[src/rtl/exti_pkg.sv]
package exti_pkg;
  typedef enum logic [1:0] {
    EXM_FALL   = 2'b00,
    EXM_RISE   = 2'b01,
    EXM_BOTH   = 2'b10,
    EXM_BYPASS = 2'b11
  } exti_mode_e;
endpackage

[src/rtl/exti_sync.sv]
module exti_sync #(
  parameter int N_CH   = 2,
  parameter int STAGES = 2
) (
  input  logic            clk,
  input  logic            rst,
  input  logic [N_CH-1:0] pin_i,
  output logic [N_CH-1:0] sync_o
);
  logic [STAGES-1:0][N_CH-1:0] stg;

  always_ff @(posedge clk) begin
    if (rst) stg[0] <= '1;
    else     stg[0] <= pin_i;
  end

  for (genvar s = 1; s < STAGES; s++) begin : g_stage
    always_ff @(posedge clk) begin
      if (rst) stg[s] <= '1;
      else     stg[s] <= stg[s-1];
    end
  end

  assign sync_o = stg[STAGES-1];
endmodule

[src/rtl/exti_edge.sv]
module exti_edge
  import exti_pkg::*;
#(
  parameter int MIN_LOW = 2
) (
  input  logic       clk,
  input  logic       rst,
  input  logic       smp_i,
  input  logic [1:0] mode_i,
  input  logic       lvl_sel_i,
  output logic       det_set_o,
  output logic       req_set_o
);
  localparam int CW = $clog2(MIN_LOW + 1);
  localparam logic [CW-1:0] SAT = CW'(MIN_LOW);
  localparam logic [CW-1:0] LIM = CW'(MIN_LOW - 1);

  logic          prev_q;
  logic [CW-1:0] low_cnt;
  logic          fall, rise, low_held;
  exti_mode_e    mode;

  assign mode = exti_mode_e'(mode_i);

  always_ff @(posedge clk) begin
    if (rst) begin
      prev_q  <= 1'b1;
      low_cnt <= '0;
    end else begin
      prev_q <= smp_i;
      if (smp_i)              low_cnt <= '0;
      else if (low_cnt < SAT) low_cnt <= low_cnt + 1'b1;
    end
  end

  assign fall     = prev_q & ~smp_i;
  assign rise     = ~prev_q & smp_i;
  assign low_held = ~smp_i & (low_cnt >= LIM);

  always_comb begin
    det_set_o = 1'b0;
    req_set_o = 1'b0;
    unique case (mode)
      EXM_FALL: begin det_set_o = fall;        req_set_o = fall;        end
      EXM_RISE: begin det_set_o = rise;        req_set_o = rise;        end
      EXM_BOTH: begin det_set_o = fall | rise; req_set_o = fall | rise; end
      EXM_BYPASS: begin
        if (lvl_sel_i) begin
          det_set_o = 1'b0;
          req_set_o = low_held;
        end else begin
          det_set_o = fall;
          req_set_o = fall;
        end
      end
      default: ;
    endcase
  end

  // level trigger never marks the detection flag
  p_level_no_det_r6: assert property (@(posedge clk) disable iff (rst)
    (mode == EXM_BYPASS && lvl_sel_i) |-> !det_set_o);
  // a detection set requires a change between successive samples
  p_det_on_change_r9: assert property (@(posedge clk) disable iff (rst)
    det_set_o |-> (prev_q != smp_i));
  // level request only after the sample has been low last cycle too
  p_level_needs_run_r6: assert property (@(posedge clk) disable iff (rst)
    (mode == EXM_BYPASS && lvl_sel_i && req_set_o) |-> (!smp_i && !prev_q));
  // detection set always accompanied by request set
  p_det_with_req_r2: assert property (@(posedge clk) disable iff (rst)
    det_set_o |-> req_set_o);
endmodule

[src/rtl/exti_flags.sv]
module exti_flags #(
  parameter int N_CH = 2
) (
  input  logic            clk,
  input  logic            rst,
  input  logic [N_CH-1:0] det_set_i,
  input  logic [N_CH-1:0] req_set_i,
  input  logic            wr_det_en_i,
  input  logic [N_CH-1:0] wr_det_data_i,
  input  logic            wr_req_en_i,
  input  logic [N_CH-1:0] wr_req_data_i,
  input  logic [N_CH-1:0] ack_i,
  output logic [N_CH-1:0] det_o,
  output logic [N_CH-1:0] req_o
);
  logic [N_CH-1:0] det_q, req_q, det_d, req_d;

  always_comb begin
    det_d = det_set_i | (wr_det_en_i ? wr_det_data_i : det_q);
    req_d = req_set_i | (wr_req_en_i ? wr_req_data_i : (req_q & ~ack_i));
  end

  always_ff @(posedge clk) begin
    if (rst) begin
      det_q <= '0;
      req_q <= '0;
    end else begin
      det_q <= det_d;
      req_q <= req_d;
    end
  end

  assign det_o = det_q;
  assign req_o = req_q;

  for (genvar c = 0; c < N_CH; c++) begin : g_chk
    // hardware set survives any same-cycle clear
    p_set_wins_r10: assert property (@(posedge clk) disable iff (rst)
      (det_set_i[c] && req_set_i[c]) |=> (det_o[c] && req_o[c]));
    // acknowledge without a new set drops the request
    p_ack_clears_r7: assert property (@(posedge clk) disable iff (rst)
      (ack_i[c] && !req_set_i[c] && !wr_req_en_i) |=> !req_o[c]);
    // detection flag moves only on a set or a detection write
    p_det_hold_r8: assert property (@(posedge clk) disable iff (rst)
      (!det_set_i[c] && !wr_det_en_i) |=> (det_o[c] == $past(det_o[c])));
  end
endmodule

[src/rtl/exti_edge_detector.sv]
module exti_edge_detector #(
  parameter int N_CH    = 2,
  parameter int MIN_LOW = 2
) (
  input  logic              clk,
  input  logic              rst,
  input  logic [N_CH-1:0]   pin_i,
  input  logic [2*N_CH-1:0] mode_i,
  input  logic [N_CH-1:0]   lvl_sel_i,
  input  logic              wr_det_en_i,
  input  logic [N_CH-1:0]   wr_det_data_i,
  input  logic              wr_req_en_i,
  input  logic [N_CH-1:0]   wr_req_data_i,
  input  logic [N_CH-1:0]   ack_i,
  output logic [N_CH-1:0]   det_o,
  output logic [N_CH-1:0]   irq_o
);
  logic [N_CH-1:0] smp, det_set, req_set;

  exti_sync #(.N_CH(N_CH), .STAGES(2)) u_sync (
    .clk(clk), .rst(rst), .pin_i(pin_i), .sync_o(smp)
  );

  for (genvar c = 0; c < N_CH; c++) begin : g_ch
    exti_edge #(.MIN_LOW(MIN_LOW)) u_edge (
      .clk(clk), .rst(rst), .smp_i(smp[c]),
      .mode_i(mode_i[2*c +: 2]), .lvl_sel_i(lvl_sel_i[c]),
      .det_set_o(det_set[c]), .req_set_o(req_set[c])
    );
  end

  exti_flags #(.N_CH(N_CH)) u_flags (
    .clk(clk), .rst(rst),
    .det_set_i(det_set), .req_set_i(req_set),
    .wr_det_en_i(wr_det_en_i), .wr_det_data_i(wr_det_data_i),
    .wr_req_en_i(wr_req_en_i), .wr_req_data_i(wr_req_data_i),
    .ack_i(ack_i), .det_o(det_o), .req_o(irq_o)
  );

  // flags are empty right after a reset cycle
  p_reset_clear_r1: assert property (@(posedge clk)
    rst |=> (det_o == '0 && irq_o == '0));
endmodule

[config.mk]
export PLATFORM = sky130hd
export DESIGN_NAME = exti_edge_detector
export DESIGN_NICKNAME = d
export VERILOG_FILES = /design/src/rtl/exti_pkg.sv /design/src/rtl/exti_sync.sv /design/src/rtl/exti_edge.sv /design/src/rtl/exti_flags.sv /design/src/rtl/exti_edge_detector.sv
export SDC_FILE = /design/constraint.sdc
export NUM_CORES = 1
export LEC_CHECK = 0
export BUFFER_PORTS_ARGS = -buffer_cell sky130_fd_sc_hd__buf_2
export CAP_MARGIN = 10
export CORE_AREA = 2 2 39 41
export CTS_BUF_LIST = sky130_fd_sc_hd__clkbuf_8
export CTS_CLUSTER_DIAMETER = 150
export DETAILED_ROUTE_END_ITERATION = 12
export DIE_AREA = 0 0 41 43
export PLACE_DENSITY = 0.77
export SLEW_MARGIN = 5
export SYNTH_ARGS = -nofsm -noshare
export SYNTH_HDL_FRONTEND = slang
export SYNTH_SLANG_ARGS = --single-unit
[constraint.sdc]
create_clock -name clk -period 1.25 [get_ports clk]
set_input_delay 0.0625 -clock clk [delete_from_list [all_inputs] [get_ports clk]]
set_output_delay 0.0625 -clock clk [all_outputs]
set_load 0.01 [all_outputs]
==> flow_summary.toml <==
[sta]
fmax_mhz = 831
finalCritPeriodShare_pct = 96.3
worstMarginPinSlew_ns = 0.143
slew_headroom_pct = 90.2
drv_slew = 0
fin_setup_tns_ns = 0
finClkSkew_ns = 0.000637
post-route-min-period_ns = 1.20
finalSetupViolCount = 0
hold_violations = 0
rsz0062_at_grt = "yes"

[cells_and_area]
fin_area_sq_um = 860
n_antenna_cell = 0
fin_cells = 106
nFillCells = 116
nets = 115
final_util_pct = 62.1
area_growth_pct = 33.9
layout-drive-gt1-share_pct = 50.0

[logic_synthesis]
yosys.area_share.simple_pct = 18.1
yosysTopAreaCellShare_pct = 43.7
synth.avg_cell_area_sq_um = 9.87
ys.warnings.count = 0
synthMuxAreaShare_pct = 7.80
ys_ff_latch = 14
synthDistinctLibCells = 19
synth_cells = 65
synth-compound-area-share_pct = 10.5
ys_seq_area_share_pct = 43.7
syn_area_sq_um = 642
synthAdderAreaFrac_pct = 11.7
synth_xor_xnor_area_share_pct = 2.73
async_flop_share_pct = 0
ys.flop_type = "dfxtp_1"
synth_most_common_cell = "dfxtp_1"
synth_area_leaders = "dfxtp_1 44%, ha_1 12%, or2_2 4.9%, inv_1 4.7%, mux2_4 4.7%"
synth_edf_count = 0
syn-num-nets = 89
synth_top_cell_by_area = "dfxtp_1"
synth_top_family_by_area = "simple AND/OR/NAND/NOR gates"
synthTopCellsByCount = "14 x dfxtp_1, 8 x inv_1, 7 x nor2_1, 6 x ha_1, 5 x or2_2"

[power_and_ir_drop]
p_switching_uw = 215
p_seq_share_pct = 46.5
combPwrFrac_pct = 11.9
p_int_uw = 813
p_leak_nw = 0.409
ir_drop_uv = 714
clockPowerShare_pct = 41.6
swShare_pct = 20.9
p_per_area_mw_per_mm2 = 1200

[routing]
drc = 0
vias = 524
dr.pass1.iters = 2
drt_iter0_drc = 1
drt-vias-per-instance = 4.94
antenna_left = 0
wl_mm = 1.09
wire_per_inst_um = 10.3

[die]
rows = 14
fp.dieW_um = 41
pin_count = 22
design.die.area_sq_mm = 0.00176
die_h_um = 43
core_area_sq_mm = 0.00138
initial_core_util_pct = 46.4

[setup_path]
start_kind = "flop"
critPathRequiredTime_ns = 1.37
critPathMaxFanout = 4
crit_type = "reg -> reg"
reg2reg_depth = 5
reg2reg_from = "u_sync.sync_o[0]"
cp-end-kind = "flop"
rr_endpoint = "u_flags.req_o[0]"
r2r_slack_ns = 0.05
crit_arrival_ns = 1.33

[job]
maxCapViolCount = 0

[run_status]
status = "finished clean"

[global_route]
grt_max_degree = 11
grt_pass1_wl_mm = 1.76
gr-total-overflow = 0
grt_pass1_vias = 516
track_usage_pct = 14.7
antenna_found_initial = 0

[clock_network]
clock_latency_ns = 0.24
cts_tree = "built"
clockRootBuffer = "clkbuf_8"
cts_made_buffers = 3
path_clk_slew_ns = 0.06
cts.sinks = 14
cts_setup_buffers = 0
cts_buffer_depth = 2
h-tree-depth = 1

[hold_path]
min_path_type = "in -> reg"
hp-start = "pin_i[0]"
hold_end = "u_sync.stg[0]"
whs_path_depth = 2

[place]
gp_congestion = 0.692
io_buffers = 21
post-dp-hpwl_um = 880
dp.cells = 101
place_area_sq_um = 762
[how the worst max path moves through the flow]
stage | from | to | cells past startpoint | slack, ns
floorplan | u_sync.sync_o[0] | u_flags.req_o[0] | 5 | 0.09
global placement | u_sync.sync_o[0] | u_flags.req_o[0] | 5 | 0.03
detailed placement | u_sync.sync_o[0] | u_flags.req_o[0] | 5 | -0.006
CTS | u_sync.sync_o[1] | u_flags.req_o[1] | 5 | 0.01
global route | u_sync.sync_o[0] | u_flags.req_o[0] | 5 | -0.01
finish | u_sync.sync_o[0] | u_flags.req_o[0] | 5 | 0.05
[cells in the final DEF (no fill, tap or decap), drive strengths merged]
cell type	n
xor2	2
and3b	2
buf	21
mux2	2
dfxtp	14
nor2	7
mux2i	2
nor3b	2
inv	8
nor2b	1
ha	6
nand4	2
a21oi	4
clkbuf	4
or2	6
o22ai	2
dlygate4sd3	1
o21ai	2
a31oi	2
[worst max-delay path, stage by stage, from the launching register on]
cell	delay (ns)
dfxtp_2	0.35
inv_2	0.04
ha_2	0.16
mux2_4	0.28
o22ai_4	0.16
a31oi_1	0.10
[flip-flops by register name (all words and copies together) (netlist names)]
register and count:
u_sync.stg 2, g_ch.u_edge.low_cnt 4, u_flags.req_o 2, g_ch.u_edge.prev_q 2, u_flags.det_o 2, u_sync.sync_o 2
[power groups by stage]
| stage | logic, mW | clock network (mW) | registers [mW] |
|---|---|---|---|
| finish | 0.123 | 0.428 | 0.478 |
| global route | 0.138 | 0.459 | 0.480 |
| CTS | 0.111 | 0.439 | 0.477 |
| detailed placement | 0.109 | 0 | 0.486 |
| global placement | 0.104 | 0 | 0.485 |
| floorplan | 0.0511 | 0 | 0.491 |
[area by class of cell]
cell class                 count  area, sq um  share of cell area [%]
multi-input combinational     42          354                    41.2
inverter                       8         30.0                    3.49
clock buffer                   4         55.1                    6.40
timing repair buffer          22          115                    13.4
tap                           16         20.0                    2.33
sequential                    14          285                    33.2
[kinds of logic (layout without fill, tap and decap cells)]
group / Yosys count / count (layout)
AND/OR/NAND/NOR: 20 / 20
AO/OA/AOI/OAI: 10 / 10
flip-flops: 14 / 14
multiplexers: 4 / 4
adder cells (fa/ha/maj): 6 / 6
XOR/XNOR: 2 / 2
buffers and inverters: 9 / 34
[repair_timing]
item	CTS	global route
pin swaps	0	2
resized for setup	1	13
hold buffers	1	0
setup endpoints to repair	1	4
endpoints found under the hold margin	1	0
[through the flow]
step,hold WS (ns),total power [mW],setup WS [ns]
after floorplan,0.166,0.542,0.0873
after global placement,0.244,0.589,0.0297
after detailed placement,0.247,0.595,-0.00570
after CTS,0.00151,1.03,0.0150
after global routing,0.00119,1.08,-0.0102
final,0.00347,1.03,0.0460
[metal layers]
metal | vias to the layer above | global-route usage, % | share of wire (%)
met2 | 16 | 25.6 | 54
met5 | - | 0 | 0
met3 | 0 | 4.71 | 6.1
met1 | 239 | 15.0 | 40
li1 | 269 | - | -
met4 | 0 | 6.00 | 0
No activity file was read; power rests on OpenSTA's default activity.
